==> src/rtl/clkdiv_pkg.sv <==
// Shared types and constants for the clock divider bank.
// Assumes the stage register layout below; other modules decode it directly.
package clkdiv_pkg;
    localparam int NUM_STAGES = 3;
    localparam int CNT_W      = 6;
    localparam int CFG_W      = 2 * CNT_W + 3;
    localparam int HOLD_BIT   = CFG_W - 1;

    // Stage register fields, MSB first: hold(14) pass(13) odd(12) hi(11:6) lo(5:0)
    typedef struct packed {
        logic             hold;
        logic             pass;
        logic             odd_flag;
        logic [CNT_W-1:0] hi_cnt;
        logic [CNT_W-1:0] lo_cnt;
    } div_cfg_t;

    localparam div_cfg_t RESET_CFG = '{hold: 1'b0, pass: 1'b1, odd_flag: 1'b0,
                                       hi_cnt: '0, lo_cnt: '0};
endpackage

==> src/rtl/clkdiv_regs.sv <==
// Register decode with shadow and active copies of the stage settings.
// Assumes word-aligned decode on addr[ADDR_W-1:2]; the word after the last stage is status.
module clkdiv_regs
    import clkdiv_pkg::*;
#(
    parameter int ADDR_W = 4
) (
    input  logic                             clk,
    input  logic                             rst_n,
    input  logic                             wr_en,
    input  logic [ADDR_W-1:0]                addr,
    input  logic [31:0]                      wdata,
    input  logic                             lock_i,
    input  logic                             err_i,
    output logic [31:0]                      rdata,
    output div_cfg_t [NUM_STAGES-1:0]        act_cfg,
    output div_cfg_t [NUM_STAGES-1:0]        nxt_cfg,
    output logic                             commit
);
    localparam int SEL_W = ADDR_W - 2;
    localparam logic [SEL_W-1:0] STATUS_SEL = SEL_W'(NUM_STAGES);

    div_cfg_t [NUM_STAGES-1:0] shadow;
    logic [SEL_W-1:0]          sel;
    logic                      stage_hit;
    logic                      unused_bits;

    assign sel         = addr[ADDR_W-1:2];
    assign stage_hit   = wr_en && (sel < STATUS_SEL);
    assign commit      = stage_hit && !wdata[HOLD_BIT];
    assign unused_bits = ^{addr[1:0], wdata[31:CFG_W]};

    // Merge the incoming write into the shadow view used for the next state.
    always_comb begin
        for (int i = 0; i < NUM_STAGES; i++) begin
            nxt_cfg[i] = shadow[i];
            if (stage_hit && sel == SEL_W'(i)) nxt_cfg[i] = div_cfg_t'(wdata[CFG_W-1:0]);
        end
    end

    // Shadow registers take every stage write.
    always_ff @(posedge clk) begin
        if (!rst_n) shadow <= {NUM_STAGES{RESET_CFG}};
        else        shadow <= nxt_cfg;
    end

    // Active registers take all merged shadows at once on an apply.
    always_ff @(posedge clk) begin
        if (!rst_n)      act_cfg <= {NUM_STAGES{RESET_CFG}};
        else if (commit) act_cfg <= nxt_cfg;
    end

    // Read mux: shadow contents with reserved bits zero, or the status word.
    always_comb begin
        rdata = '0;
        for (int i = 0; i < NUM_STAGES; i++)
            if (sel == SEL_W'(i)) rdata[CFG_W-1:0] = shadow[i];
        if (sel == STATUS_SEL) rdata[1:0] = {err_i, lock_i};
    end


    stage_only_chk: assert property (@(posedge clk) disable iff (!rst_n)
        (stage_hit && wdata[HOLD_BIT]) |=> $stable(act_cfg))
        else $error("hold write changed active settings");


    commit_load_chk: assert property (@(posedge clk) disable iff (!rst_n)
        commit |=> (act_cfg == shadow))
        else $error("apply did not copy all shadows");
endmodule

==> src/rtl/clkdiv_stage.sv <==
// One divider stage: high phase then low phase from latched counts.
// Assumes active settings may change at any edge; it latches them only at period end.
module clkdiv_stage
    import clkdiv_pkg::*;
(
    input  logic     clk,
    input  logic     rst_n,
    input  div_cfg_t act_cfg,
    output logic     div_clk_o
);
    logic [CNT_W-1:0] cur_hi, cur_lo, cnt, hi_eff, lo_eff;
    logic             cur_pass, ph_high, period_end;
    logic             unused_cfg;

    assign unused_cfg = ^{act_cfg.hold, act_cfg.odd_flag};
    assign hi_eff     = (cur_hi == '0) ? CNT_W'(1) : cur_hi;
    assign lo_eff     = (cur_lo == '0) ? CNT_W'(1) : cur_lo;
    assign period_end = cur_pass || (!ph_high && cnt == lo_eff - CNT_W'(1));

    // Phase counter: reload at period end, otherwise step through high then low.
    always_ff @(posedge clk) begin
        if (!rst_n) begin
            cur_hi <= '0; cur_lo <= '0; cur_pass <= 1'b1;
            ph_high <= 1'b1; cnt <= '0;
        end else if (period_end) begin
            cur_hi   <= act_cfg.hi_cnt;
            cur_lo   <= act_cfg.lo_cnt;
            cur_pass <= act_cfg.pass;
            ph_high  <= 1'b1;
            cnt      <= '0;
        end else if (ph_high && cnt == hi_eff - CNT_W'(1)) begin
            ph_high <= 1'b0;
            cnt     <= '0;
        end else begin
            cnt <= cnt + CNT_W'(1);
        end
    end

    assign div_clk_o = cur_pass ? clk : ph_high;


    hi_bound_chk: assert property (@(posedge clk) disable iff (!rst_n)
        (!cur_pass && ph_high) |-> (cnt < hi_eff))
        else $error("high phase overran its count");


    no_runt_chk: assert property (@(posedge clk) disable iff (!rst_n)
        ($past(ph_high) && !$past(cur_pass)) |-> ($stable(cur_hi) && $stable(cur_lo)))
        else $error("stage reloaded outside period end");
endmodule

==> src/rtl/clkdiv_lock.sv <==
// Lock and error model: lock falls on apply, rises after RELOCK_CYCLES cycles.
// Assumes nxt_cfg is the full setting set being applied in the commit cycle.
module clkdiv_lock
    import clkdiv_pkg::*;
#(
    parameter int RELOCK_CYCLES = 25000
) (
    input  logic                      clk,
    input  logic                      rst_n,
    input  logic                      commit,
    input  div_cfg_t [NUM_STAGES-1:0] nxt_cfg,
    output logic                      lock_o,
    output logic                      err_o
);
    localparam int TMR_W = $clog2(RELOCK_CYCLES + 1);

    logic [TMR_W-1:0] tmr;
    logic             bad_cfg;
    logic             unused_cfg;

    // Flag a non-pass stage with a zero count in the settings being applied.
    always_comb begin
        bad_cfg    = 1'b0;
        unused_cfg = 1'b0;
        for (int i = 0; i < NUM_STAGES; i++) begin
            if (!nxt_cfg[i].pass && (nxt_cfg[i].hi_cnt == '0 || nxt_cfg[i].lo_cnt == '0))
                bad_cfg = 1'b1;
            unused_cfg = unused_cfg ^ nxt_cfg[i].hold ^ nxt_cfg[i].odd_flag;
        end
    end

    // Relock timer and lock flag.
    always_ff @(posedge clk) begin
        if (!rst_n) begin
            tmr <= '0; lock_o <= 1'b1;
        end else if (commit) begin
            tmr <= TMR_W'(RELOCK_CYCLES); lock_o <= 1'b0;
        end else if (tmr != '0) begin
            tmr <= tmr - TMR_W'(1);
            if (tmr == TMR_W'(1)) lock_o <= 1'b1;
        end
    end

    // Error flag updates only on an apply.
    always_ff @(posedge clk) begin
        if (!rst_n)      err_o <= 1'b0;
        else if (commit) err_o <= bad_cfg;
    end


    lock_drop_chk: assert property (@(posedge clk) disable iff (!rst_n)
        commit |=> !lock_o)
        else $error("lock stayed up after apply");


    relock_chk: assert property (@(posedge clk) disable iff (!rst_n)
        (!lock_o && tmr == TMR_W'(1) && !commit) |=> lock_o)
        else $error("lock did not return at end of relock");


    err_hold_chk: assert property (@(posedge clk) disable iff (!rst_n)
        !commit |=> $stable(err_o))
        else $error("error flag moved without an apply");
endmodule

==> src/rtl/clkdiv_bank.sv <==
// Top of the three-stage divider bank: register port, stages, lock model.
// Assumes a single reference clock; divided clocks are phase registers or the reference itself.
module clkdiv_bank
    import clkdiv_pkg::*;
#(
    parameter int ADDR_W        = 4,
    parameter int RELOCK_CYCLES = 25000
) (
    input  logic                  clk,
    input  logic                  rst_n,
    input  logic                  wr_en,
    input  logic [ADDR_W-1:0]     addr,
    input  logic [31:0]           wdata,
    output logic [31:0]           rdata,
    output logic [NUM_STAGES-1:0] div_clk_o,
    output logic                  lock_o,
    output logic                  err_o
);
    div_cfg_t [NUM_STAGES-1:0] act_cfg, nxt_cfg;
    logic                      commit;

    clkdiv_regs #(.ADDR_W(ADDR_W)) u_regs (
        .clk(clk), .rst_n(rst_n), .wr_en(wr_en), .addr(addr), .wdata(wdata),
        .lock_i(lock_o), .err_i(err_o), .rdata(rdata),
        .act_cfg(act_cfg), .nxt_cfg(nxt_cfg), .commit(commit)
    );

    for (genvar g = 0; g < NUM_STAGES; g++) begin : g_stage
        clkdiv_stage u_stage (
            .clk(clk), .rst_n(rst_n), .act_cfg(act_cfg[g]), .div_clk_o(div_clk_o[g])
        );
    end

    clkdiv_lock #(.RELOCK_CYCLES(RELOCK_CYCLES)) u_lock (
        .clk(clk), .rst_n(rst_n), .commit(commit), .nxt_cfg(nxt_cfg),
        .lock_o(lock_o), .err_o(err_o)
    );
endmodule

==> config.mk <==
export PLATFORM = sky130hd
export DESIGN_NAME = clkdiv_bank
export DESIGN_NICKNAME = d
export VERILOG_FILES = /design/src/rtl/clkdiv_pkg.sv /design/src/rtl/clkdiv_regs.sv /design/src/rtl/clkdiv_stage.sv /design/src/rtl/clkdiv_lock.sv /design/src/rtl/clkdiv_bank.sv
export SDC_FILE = /design/constraint.sdc
export NUM_CORES = 1
export LEC_CHECK = 0
export ABC_AREA = 0
export BUFFER_PORTS_ARGS = -buffer_cell sky130_fd_sc_hd__buf_4
export CAP_MARGIN = 20
export CORE_AREA = 2 2 125 127
export CTS_BUF_LIST = sky130_fd_sc_hd__clkbuf_8
export CTS_CLUSTER_DIAMETER = 50
export DETAILED_ROUTE_END_ITERATION = 8
export DIE_AREA = 0 0 127 129
export PLACE_DENSITY = 0.84
export SETUP_SLACK_MARGIN = 0.02
export SLEW_MARGIN = 25
export SYNTH_ARGS = -nofsm -noshare
export SYNTH_HDL_FRONTEND = slang
export SYNTH_SLANG_ARGS = --single-unit
==> constraint.sdc <==
create_clock -name clk -period 2.8 [get_ports clk]
set_clock_uncertainty 0.15 [all_clocks]
set_input_delay 0.28 -clock clk [delete_from_list [all_inputs] [get_ports clk]]
set_output_delay 0.28 -clock clk [all_outputs]
set_load 0.005 [all_outputs]
==> flow_summary.toml <==
[logic_synthesis]
synth_ff_type = "dfxtp_1"
yosysWarningCount = 0
synth-async-reset-ratio = 0
synth.top_cell.area_share = 0.391
synth.avg_cell_area_um2 = 8.57
ys_seq_elements = 161
synth_edf_count = 0
netlist_instances = 962
yosys.area.top_type = "dfxtp_1"
ys_top_cells_by_area = "dfxtp_1 (39%), mux2i_1 (6.3%), nand2_1 (5.0%), nor2_1 (4.7%), xor2_1 (3.0%)"
synth_sequential_area_ratio = 0.391
netlist_area_um2 = 8240
synth.distinct_cells = 66

[worst_hold_path]
hp-class = "input pin to flop"

[floorplan]
core-area_um2 = 15000
die_y_um = 129
initial_core_util = 0.550
dieWidth_um = 127
io_pins = 76
row_count = 45
die-area_um2 = 16400

[route]
wl_per_cell_um = 17.7
drc = 0
wl_um = 21700
drt_iter0_markers = 672
ant_nets = 0
num_vias = 7678
drt_first_pass_iters = 6
vias_per_cell = 6.26

[outcome]
status = "finished, violations left"
violations = "negative setup slack"

[setup_path]
cp_cell_sequence = "or4_4 -> nor2_4 -> nor2_1 -> ha_2 -> xor2_2 -> o2111ai_2 -> buf_6 -> o41ai_2 -> buf_4 -> nor3_1"
cpPeakStageDelay_ps = 550
cp.buffers_inverters = 2
critPathArrivalTime_ps = 3100
crit_slowest_cell = "or4_4"
cp.required_ps = 3090
endpoint_kind = "flop"
cp-start-kind = "flop"
worstSetupPathType = "flop to flop"
cp_max_fo = 7
cp_top_family = "simple AND/OR/NAND/NOR gates"

[sta]
max_freq_ghz = 0.356
fin_crit_ps = 2810
tightest_slew_ps = 899
setup_violations = 1
holdWs_ps = 195
setup_ws_ps = -6.43
grt_setup_unrepaired = "true"
maxSlewViolCount = 0
fin_crit_sh = 1.00
slew_headroom = 0.396
final_hold_viol_count = 0

[cells_and_area]
area_delta_synth_final_pct = 17.7
nets = 1075
regArea_um2 = 3230
layout-drive-gt1-share = 0.177
multiInputGateArea_um2 = 4750
n_fill_cell = 1154
diodes = 0
final_util = 0.648

[global_routing]
grt_overflow_total = 0
grt_usage = 0.259
first_global_vias = 6988
grt_start_max_net_pins = 49
grt_first_pass_wirelength_um = 34300
antenna_found_initial = 0

[cts]
clock_latency_ps = 570
clkTransAtPathRegs_ps = 90
cts_tree = "done"

[place]
place.gp.congestion = 0.875
hpwl_um = 14200
port-buffer-count = 39

[run]
max-cap-violations = 0

[pwr]
peakVddDrop_mv = 0.874
leakage_nw = 3.98
p_per_area_nw_per_um2 = 662
where the power goes:
group          switching (W)  internal (W)  leakage (nW)
Clock               0.000985       0.00112         0.278
Sequential          0.000181       0.00247          1.32
Combinational       0.000937      0.000722          2.39
Total                0.00210       0.00432          3.98
worst reg2reg max path: stages (launching register included):
cell and delay, ps:
dfxtp_1 320, or4_4 550, nor2_4 100, nor2_1 50, ha_2 340, xor2_2 170
o2111ai_2 200, buf_6 200, o41ai_2 310, buf_4 230, nor3_1 60
kinds of logic (layout without fill, tap and decap cells):
logic type,count (synthesis),after routing,synth area share
and+or+nand+nor,345,345,0.203
AOI/OAI and AO/OA,227,227,0.204
DFF,161,161,0.391
buffers and inverters,110,171,0.0601
muxes,55,55,0.0700
xor gates and xnor gates,52,52,0.0553
adders and majority gates,11,11,0.0167
other,1,17,0.000455
metal layers:
layer / global-route usage / vias to the layer above / part of all wire
li1: - / 3606 / -
met1: 0.326 / 3644 / 0.42
met2: 0.421 / 353 / 0.47
met3: 0.0624 / 75 / 0.071
met5: 0 / - / 0
met4: 0.120 / 0 / 0.033
layout by cell type, fill, tap and decap left out, types with 4 or more instances in the layout:
cell type	instances
nor2b_1	5
o311ai_1	12
or3_1	10
o211ai_1	5
dfxtp_1	156
dlygate4sd3_1	18
nor2_1	100
nand3_1	16
nand3b_1	6
and3_1	9
nor4_2	4
o31ai_1	25
or4_4	4
nor3_1	19
a32oi_1	23
nor3b_1	11
inv_1	20
mux2i_1	52
clkbuf_8	23
nand2_1	110
xnor2_1	23
nor4b_1	7
conb_1	17
or4_1	4
o21ai_0	29
o22a_1	12
ha_1	8
and2_1	5
a211oi_1	29
nor4_1	14
buf_4	94
o311ai_0	11
xor2_1	27
dfxtp_2	5
a22oi_1	5
a21oi_1	34
Yosys cell counts, drive strengths merged, types with 24 or more instances:
cell	n
a21oi	35
mux2i	52
nor2	103
buf	31
a211oi	30
nand2	110
dfxtp	161
o21ai	30
clkbuf	61
o31ai	27
xnor2	24
o311ai	24
xor2	28
sequential cells by signal (all words and copies together) (netlist names):
name and cells:
u_lock.lock_o 1, g_stage.u_stage.cnt 18, u_lock.tmr 15, u_regs.shadow 45, g_stage.u_stage.cur_pass 3, g_stage.u_stage.ph_high 3
g_stage.u_stage.cur_hi 18, g_stage.u_stage.cur_lo 18, u_lock.err_o 1, u_regs.act_cfg 39
final timing paths:
path / from / to / slack [ps] / cells past startpoint
worst max-delay path: g_stage[2].u_stage.cur_lo[1] / g_stage[2].u_stage.cnt[0] / -6 / 10
worst min-delay path: addr[2] / u_regs.shadow[14] / 200 / 4
worst max register to register: g_stage[2].u_stage.cur_lo[1] / g_stage[2].u_stage.cnt[0] / -6 / 10
worst min register to register: u_regs.shadow[44] / u_regs.shadow[44] / 310 / 2
through the flow:
step	area (um^2)	setup TNS [ps]	setup slack, ps	std cells	total power [W]
after global placement	8840	-9.28	-9.28	1169	0.00425
final	9700	-6.43	-6.43	1227	0.00642
after floorplan	8300	0	72.9	978	0.00387
after global routing	9700	-1040	-61.5	1227	0.00672
after CTS	9520	0	12.8	1224	0.00632
after detailed placement	8840	-354	-74.9	1169	0.00431
layout make-up:
type	instances	share of cell area
flip-flops and latches	161	0.333
clock buffers	26	0.0349
inverters	18	0.00696
multi-input cells	707	0.490
repair buffers	113	0.0945
well taps	188	0.0242
clock inverters	14	0.0166
timing repair:
item / 4_1_cts / 5_1_grt
pin swaps: 2 / 18
setup buffers: 0 / 3
resized for setup: 4 / 36
setup endpoints to repair: 25 / 56
hold endpoints to repair: 53 / 0
hold buffers: 18 / 0
(Power assumes the default switching activity.)
